[src/rtl/wa_pkg.sv]
package wa_pkg;
  // Fixed windows excluded from the limit-based path
  localparam logic [31:0] LEGACY_LO = 32'h000A_0000;
  localparam logic [31:0] LEGACY_HI = 32'h000F_FFFF;
  localparam logic [31:0] UPPER_LO  = 32'h00F0_0000;
  localparam logic [31:0] UPPER_HI  = 32'h00FF_FFFF;

  typedef struct packed {
    logic cache_off;
    logic page_nocache;
    logic inhibit;
  } wa_gate_t;

  typedef struct packed {
    logic page_hit;
    logic sector_hit;
    logic limit_ok;
  } wa_qual_t;
endpackage

[src/rtl/wa_page_tracker.sv]
module wa_page_tracker #(
  parameter int PAGE_W = 20
) (
  input  logic              clk,
  input  logic              rst_n,
  input  logic              fill_valid_i,
  input  logic [PAGE_W-1:0] fill_page_i,
  input  logic [PAGE_W-1:0] wr_page_i,
  output logic              page_hit_o
);
  logic              valid_q;
  logic [PAGE_W-1:0] page_q;

  always_ff @(posedge clk or negedge rst_n) begin
    if (!rst_n) begin
      valid_q <= 1'b0;
      page_q  <= '0;
    end else if (fill_valid_i) begin
      valid_q <= 1'b1;
      page_q  <= fill_page_i;
    end
  end

  // Old contents are compared; a same-cycle fill is not forwarded
  assign page_hit_o = valid_q && (page_q == wr_page_i);

  p_page_load_r4: assert property (@(posedge clk) disable iff (!rst_n)
    fill_valid_i |=> (valid_q && page_q == $past(fill_page_i)));

  p_empty_hold_r11: assert property (@(posedge clk) disable iff (!rst_n)
    (!valid_q && !fill_valid_i) |=> !valid_q);
endmodule

[src/rtl/wa_limit_window.sv]
module wa_limit_window
  import wa_pkg::*;
#(
  parameter int ADDR_W     = 32,
  parameter int LIMIT_W    = 7,
  parameter int UNIT_SHIFT = 22
) (
  input  logic               clk,
  input  logic               rst_n,
  input  logic [ADDR_W-1:0]  addr_i,
  input  logic               lim_en_i,
  input  logic [LIMIT_W-1:0] lim_val_i,
  input  logic               upper_en_i,
  output logic               limit_ok_o
);
  localparam int HI_W  = ADDR_W - UNIT_SHIFT;
  localparam int CMP_W = (HI_W > LIMIT_W) ? HI_W : LIMIT_W;

  logic [CMP_W-1:0] addr_units;
  logic [CMP_W-1:0] lim_units;
  logic below, in_legacy, in_upper;

  assign addr_units = CMP_W'(addr_i[ADDR_W-1:UNIT_SHIFT]);
  assign lim_units  = CMP_W'(lim_val_i);
  assign below      = addr_units < lim_units;
  assign in_legacy  = (addr_i >= ADDR_W'(LEGACY_LO)) && (addr_i <= ADDR_W'(LEGACY_HI));
  assign in_upper   = (addr_i >= ADDR_W'(UPPER_LO))  && (addr_i <= ADDR_W'(UPPER_HI));

  assign limit_ok_o = lim_en_i && (lim_val_i != '0) && below &&
                      !in_legacy && !(in_upper && !upper_en_i);

  p_zero_limit_r7: assert property (@(posedge clk) disable iff (!rst_n)
    (lim_val_i == '0 || !lim_en_i) |-> !limit_ok_o);

  p_legacy_hole_r8: assert property (@(posedge clk) disable iff (!rst_n)
    (addr_i[ADDR_W-1:20] == '0 && addr_i[19:17] >= 3'd5) |-> !limit_ok_o);

  p_upper_hole_r9: assert property (@(posedge clk) disable iff (!rst_n)
    (addr_i[ADDR_W-1:20] == ADDR_W'(12'h00F) && !upper_en_i) |-> !limit_ok_o);
endmodule

[src/rtl/wa_decide_core.sv]
module wa_decide_core
  import wa_pkg::*;
(
  input  logic     clk,
  input  logic     rst_n,
  input  logic     req_i,
  input  wa_gate_t gate_i,
  input  wa_qual_t qual_i,
  output logic     alloc_o
);
  logic gates_open, any_qual;

  assign gates_open = !gate_i.cache_off && !gate_i.page_nocache && !gate_i.inhibit;
  assign any_qual   = qual_i.page_hit || qual_i.sector_hit || qual_i.limit_ok;
  assign alloc_o    = req_i && gates_open && any_qual;

  p_cache_off_r1: assert property (@(posedge clk) disable iff (!rst_n)
    gate_i.cache_off |-> !alloc_o);
  p_page_nocache_r2: assert property (@(posedge clk) disable iff (!rst_n)
    gate_i.page_nocache |-> !alloc_o);
  p_inhibit_r3: assert property (@(posedge clk) disable iff (!rst_n)
    gate_i.inhibit |-> !alloc_o);
  p_sector_r6: assert property (@(posedge clk) disable iff (!rst_n)
    (req_i && qual_i.sector_hit && gate_i == '0) |-> alloc_o);
  p_idle_r10: assert property (@(posedge clk) disable iff (!rst_n)
    !req_i |-> !alloc_o);
  p_noqual_r12: assert property (@(posedge clk) disable iff (!rst_n)
    (qual_i == '0) |-> !alloc_o);
endmodule

[src/rtl/wa_alloc_decide.sv]
module wa_alloc_decide
  import wa_pkg::*;
#(
  parameter int ADDR_W     = 32,
  parameter int PAGE_SHIFT = 12,
  parameter int LIMIT_W    = 7,
  parameter int UNIT_SHIFT = 22
) (
  input  logic               clk,
  input  logic               rst_n,
  input  logic               wr_req,
  input  logic [ADDR_W-1:0]  wr_addr,
  input  logic               sector_hit,
  input  logic               cache_off,
  input  logic               page_nocache,
  input  logic               cache_inhibit,
  input  logic               lim_en,
  input  logic [LIMIT_W-1:0] lim_val,
  input  logic               upper_en,
  input  logic               fill_valid,
  input  logic [ADDR_W-1:0]  fill_addr,
  output logic               alloc_o
);
  localparam int PAGE_W = ADDR_W - PAGE_SHIFT;

  wa_gate_t gates;
  wa_qual_t quals;
  logic     page_hit, limit_ok;

  assign gates = '{cache_off: cache_off, page_nocache: page_nocache, inhibit: cache_inhibit};

  wa_page_tracker #(.PAGE_W(PAGE_W)) u_page (
    .clk          (clk),
    .rst_n        (rst_n),
    .fill_valid_i (fill_valid),
    .fill_page_i  (fill_addr[ADDR_W-1:PAGE_SHIFT]),
    .wr_page_i    (wr_addr[ADDR_W-1:PAGE_SHIFT]),
    .page_hit_o   (page_hit)
  );

  wa_limit_window #(.ADDR_W(ADDR_W), .LIMIT_W(LIMIT_W), .UNIT_SHIFT(UNIT_SHIFT)) u_limit (
    .clk        (clk),
    .rst_n      (rst_n),
    .addr_i     (wr_addr),
    .lim_en_i   (lim_en),
    .lim_val_i  (lim_val),
    .upper_en_i (upper_en),
    .limit_ok_o (limit_ok)
  );

  assign quals = '{page_hit: page_hit, sector_hit: sector_hit, limit_ok: limit_ok};

  wa_decide_core u_core (
    .clk     (clk),
    .rst_n   (rst_n),
    .req_i   (wr_req),
    .gate_i  (gates),
    .qual_i  (quals),
    .alloc_o (alloc_o)
  );
endmodule

[config.mk]
export PLATFORM = sky130hd
export DESIGN_NAME = wa_alloc_decide
export DESIGN_NICKNAME = d
export VERILOG_FILES = /design/src/rtl/wa_pkg.sv /design/src/rtl/wa_page_tracker.sv /design/src/rtl/wa_limit_window.sv /design/src/rtl/wa_decide_core.sv /design/src/rtl/wa_alloc_decide.sv
export SDC_FILE = /design/constraint.sdc
export NUM_CORES = 1
export LEC_CHECK = 0
export ABC_AREA = 1
export BUFFER_PORTS_ARGS = -buffer_cell sky130_fd_sc_hd__buf_2
export CAP_MARGIN = 10
export CORE_MARGIN = 2
export CORE_UTILIZATION = 40
export CTS_CLUSTER_SIZE = 20
export DETAILED_ROUTE_END_ITERATION = 8
export GPL_ROUTABILITY_DRIVEN = 0
export GPL_TIMING_DRIVEN = 0
export PLACE_DENSITY = 0.84
export SYNTH_ARGS = -nofsm -noshare
export SYNTH_HDL_FRONTEND = slang
export SYNTH_SLANG_ARGS = --single-unit
[constraint.sdc]
create_clock -name clk -period 1.8 [get_ports clk]
set_input_delay 0.54 -clock clk [delete_from_list [all_inputs] [get_ports clk]]
set_output_delay 0.54 -clock clk [all_outputs]
set_load 0.02 [all_outputs]
Yosys cells after proc, flatten, opt, wreduce, memory -nomap -nowiden
Cells that the tools add are included.
{"block": "word_totals", "inputBits": 81, "rom_bits": 0, "register_bits": 21, "ram_bits": 0, "output_inout_bits": 1, "latch_bits": 0, "mem_count": 0}
{"block": "classes", "mul": 0, "mux": 0, "n_eq_ne": 1, "magnitude_cmp": 5, "n_bitwise": 0, "n_div": 0, "shifts": 0, "reduce_logical": 21, "n_addsub": 0}
{"cell": "$ge 32x20->1 const B", "n": 1}
{"cell": "$ge 32x24->1 const B", "n": 1}
{"cell": "$le 32x20->1 const B", "n": 1}
{"cell": "$le 32x24->1 const B", "n": 1}
{"cell": "$eq 20x20->1", "n": 1}
{"cell": "$logic_and 1x1->1", "n": 12}
{"cell": "$lt 10x7->1", "n": 1}
{"cell": "$reduce_bool 7->1", "n": 1}
{"cell": "$logic_not 1->1", "n": 6}
{"cell": "$logic_or 1x1->1", "n": 2}

Logic depth before layout (Yosys ltp)
{"block": "depth", "depth_word": 7, "ltp_mapped": 11}

By module
From an unflattened synthesis, not the netlist that was laid out.
{"block": "unflattened", "cells_unflattened": 239, "area_unflattened_um2": 1467.7}
{"module": "wa_page_tracker", "instances": 1, "cells_each": 167, "seq_area_each_um2": 525.5, "area_per_inst_um2": 1129.8}
{"module": "wa_limit_window", "instances": 1, "cells_each": 63, "seq_area_each_um2": 0.0, "area_per_inst_um2": 299.0}
{"module": "wa_decide_core", "instances": 1, "cells_each": 9, "seq_area_each_um2": 0.0, "area_per_inst_um2": 38.8}

Worst setup path after synthesis
Ideal clock, no wire load.
{"block": "synth_path", "path_type": "input -> output", "from": "in lim_val[5]", "to": "out alloc_o", "slack_ps": -322, "path_stages": 11, "required_ps": 1260, "arrival_time_ps": 1582, "path_cell_list": "inv_1 -> ha_1 -> nand2_1 -> inv_1 -> nand2_1 -> nand2_1 -> nand2_1 -> nand2_1 -> o21bai_1 -> nor2_1 -> nor2_1"}
{"block": "synth_via", "elab_chain_cells": 7}
{"item": "start: declaration", "line": "wa_alloc_decide.sv:18", "rtl": "input logic [LIMIT_W-1:0] lim_val,"}
{"item": "parallel branches: the longest is 2 deep, another holds $lt 10x7->1"}
{"item": "$logic_and 1x1->1 * (2 in a row)", "line": "wa_limit_window.sv:29", "rtl": "assign limit_ok_o = lim_en_i && (lim_val_i != '0) && below &&"}
{"item": "$logic_and 1x1->1 *", "line": "wa_limit_window.sv:30", "rtl": "!in_legacy && !(in_upper && !upper_en_i);"}
{"item": "$logic_or 1x1->1 *", "line": "wa_decide_core.sv:14", "rtl": "assign any_qual = qual_i.page_hit || qual_i.sector_hit || qual_i.limit_ok;"}
{"item": "$logic_and 1x1->1 *", "line": "wa_decide_core.sv:15", "rtl": "assign alloc_o = req_i && gates_open && any_qual;"}
{"item": "end: declaration", "line": "wa_alloc_decide.sv:22", "rtl": "output logic alloc_o"}
Mark *: on every way between the ends.

Worst setup path in the final report
Same ends and word-level chain as after synthesis.

==> flow_summary.yaml <==
clock_tree:
  cts_root_buf: "clkbuf_4"
  numCtsBuffers: 3
  cts.sink_count: 21
  cts_max_level: 1
  cts_tree: "built"
  clkLatencyLatePin_ps: 290
  clk_pin_slew_ps: 120
  clockBufferDepth: 2
global_routing:
  grt_max_degree: 22
  grt_pass1_wl_mm: 6.43
  grt_pass1_vias: 1482
  antenna_found_initial: 0
  grt_usage: 0.198
  grt-ovfl-total: 0
routing:
  drc_errors: 0
  dr.pass1.iters: 6
  ant_nets: 0
  drtIter0Drc: 90
  drt-total-wl_mm: 3.82
  vias_per_cell: 4.55
  dr_total_vias: 1550
  wl_per_cell_um: 11.2
cells_and_area:
  layout_commonest_cell: "nand2_1"
  fin_nets: 383
  fin_area_um2: 2020
  fillers: 325
  antennaDiodeCount: 0
  drive_gt1_frac: 0.332
  syn_to_final_growth_pct: 40.5
  final_cell_mix: "nand2_1, buf_2, inv_1, dfrtp_1, nor2_1"
die:
  dieArea_um2: 4100
  fp.coreArea_um2: 3390
  ioPinCount: 82
  fp.dieW_um: 64
  initial_core_util: 0.425
  rows: 21
  fp.dieH_um: 64
run:
  maxCapViolCount: 0
setup_path:
  cpMostUsedCell: "nand2_1"
  cp_top_family: "simple AND/OR/NAND/NOR gates"
  crit_path_end_kind: "output pin"
  path_cells: "buf_6, inv_4, ha_4, a21oi_2, nand2_1, nand2_1, nand2_1, o21bai_1, nor2_1, nor2_2, buf_6"
  cp_num_buf_inv: 3
  cp.arrival_ps: 1640
  path_class: "input pin to output pin"
  worst-path-max-fanout: 2
  cpPeakStageDelay_ps: 200
  start_kind: "input pin"
  critPathRequiredTime_ps: 1260
  slowest_stage: "ha_4"
timing:
  setup_violations: 1
  rsz0062_at_grt: "true"
  finalMaxSlewViolations: 0
  hold_slack_ps: 175
  finClkSkew_ps: 0
  setup_slack_ps: -380
  relSlewSlack: 0.688
  period_needed_ps: 2180
  max_freq_ghz: 0.459
  post-route-period-util: 1.21
  fin_tns_setup_ps: -380
  hold_viol_final: 0
  worst_pin_slew_ps: 468
outcome:
  violations: "negative setup slack"
  status: "finished with violations"
place:
  hpwl_mm: 2.92
  port_buffers: 56
  dp_slack_ps: -452
  placed_area_um2: 1840
pwr:
  power_density_nw_per_um2: 539
  irDropWorstVdd_mv: 0.374
  p_leak_nw: 1.14
synthesis:
  synth-seq-area-share: 0.365
  syn_inst: 230
  synth_nets: 317
  synth_warnings: 0
  synth-edff-count: 0
  yosysUniqueCellTypes: 20
  avgSynthCellArea_um2: 6.26
  syn-cell-area_um2: 1440
  ys.flop_type: "dfrtp_1"
  async_reset_ff_frac: 1.00
  ys_ff_latch: 21
hold_path:
  min_path_type: "input pin to asynchronous set/reset pin"
==> flip-flops by register name, summed over array words and instances (netlist names) <==
name and count:
u_page.page_q 20, u_page.valid_q 1
==> per-stage QoR <==
step	util	total power [mW]	instances
6_report	0.597	1.09	341
5_1_grt	0.597	1.17	341
4_1_cts	0.592	1.09	339
3_3_place_gp	0.542	0.819	332
2_1_floorplan	-	0.705	230
3_5_place_dp	0.542	0.831	332
==> per-layer routing <==
layer | GRT usage | vias up | part of all wire
met5 | 0 | - | 0
met4 | 0.0408 | 0 | 0.0026
met3 | 0.0352 | 2 | 0.058
met2 | 0.354 | 42 | 0.52
met1 | 0.247 | 684 | 0.42
li1 | - | 822 | -
==> synthesized netlist by cell type (3+ instances only) <==
cell	count	area, um^2
dfrtp_1	21	526
ha_1	6	75.1
inv_1	36	135
inv_2	6	22.5
nand2_1	97	364
nand3_1	7	35.0
nor2_1	21	78.8
nor2_2	3	18.8
o21ai_0	15	75.1
o22ai_1	3	18.8
==> layout make-up <==
class,instances,area (um^2),share of cell area
multi-input cells,163,838,0.414
well taps,46,57.6,0.0284
flip-flops and latches,21,526,0.260
plain buffers,4,17.5,0.00866
clock inverters,1,5.00,0.00247
clock buffers,3,22.5,0.0111
repair buffers,61,382,0.189
inverters,42,175,0.0866
==> where the power goes <==
group / internal [mW] / leakage, nW / total, mW / switching [mW]
registers: 0.511 / 0.252 / 0.535 / 0.0238
clock network: 0.0827 / 0.0177 / 0.223 / 0.141
logic: 0.155 / 0.869 / 0.333 / 0.178
total: 0.749 / 1.14 / 1.09 / 0.343
==> cell families after synthesis <==
group / synth area share
XOR/XNOR: 0.00608
AO/OA/AOI/OAI: 0.0843
flip-flops: 0.365
adder cells (fa/ha/maj): 0.0521
buffers and inverters: 0.122
AND/OR/NAND/NOR: 0.371
==> final timing paths <==
kind                           startpoint           endpoint  slack (ps)  cells past startpoint
max                            lim_val[5]            alloc_o        -380                     11
min                                 rst_n   u_page.page_q[4]         170                      1
max reg2reg                u_page.valid_q     u_page.valid_q        1010                      1
min reg2reg                u_page.valid_q     u_page.valid_q         500                      1
max in group asynchronous           rst_n  u_page.page_q[15]        1300                      1
min in group clk            fill_addr[29]  u_page.page_q[17]         430                      3
==> repair_timing <==
action / in CTS / in global routing
setup buffers: 3 / 2
resized for setup: 29 / 1
pin swaps: 14 / 0
setup endpoints to repair: 1 / 1
cloned: 0 / 0
hold buffers: 0 / 0
No activity file was read; power rests on OpenSTA's default activity.
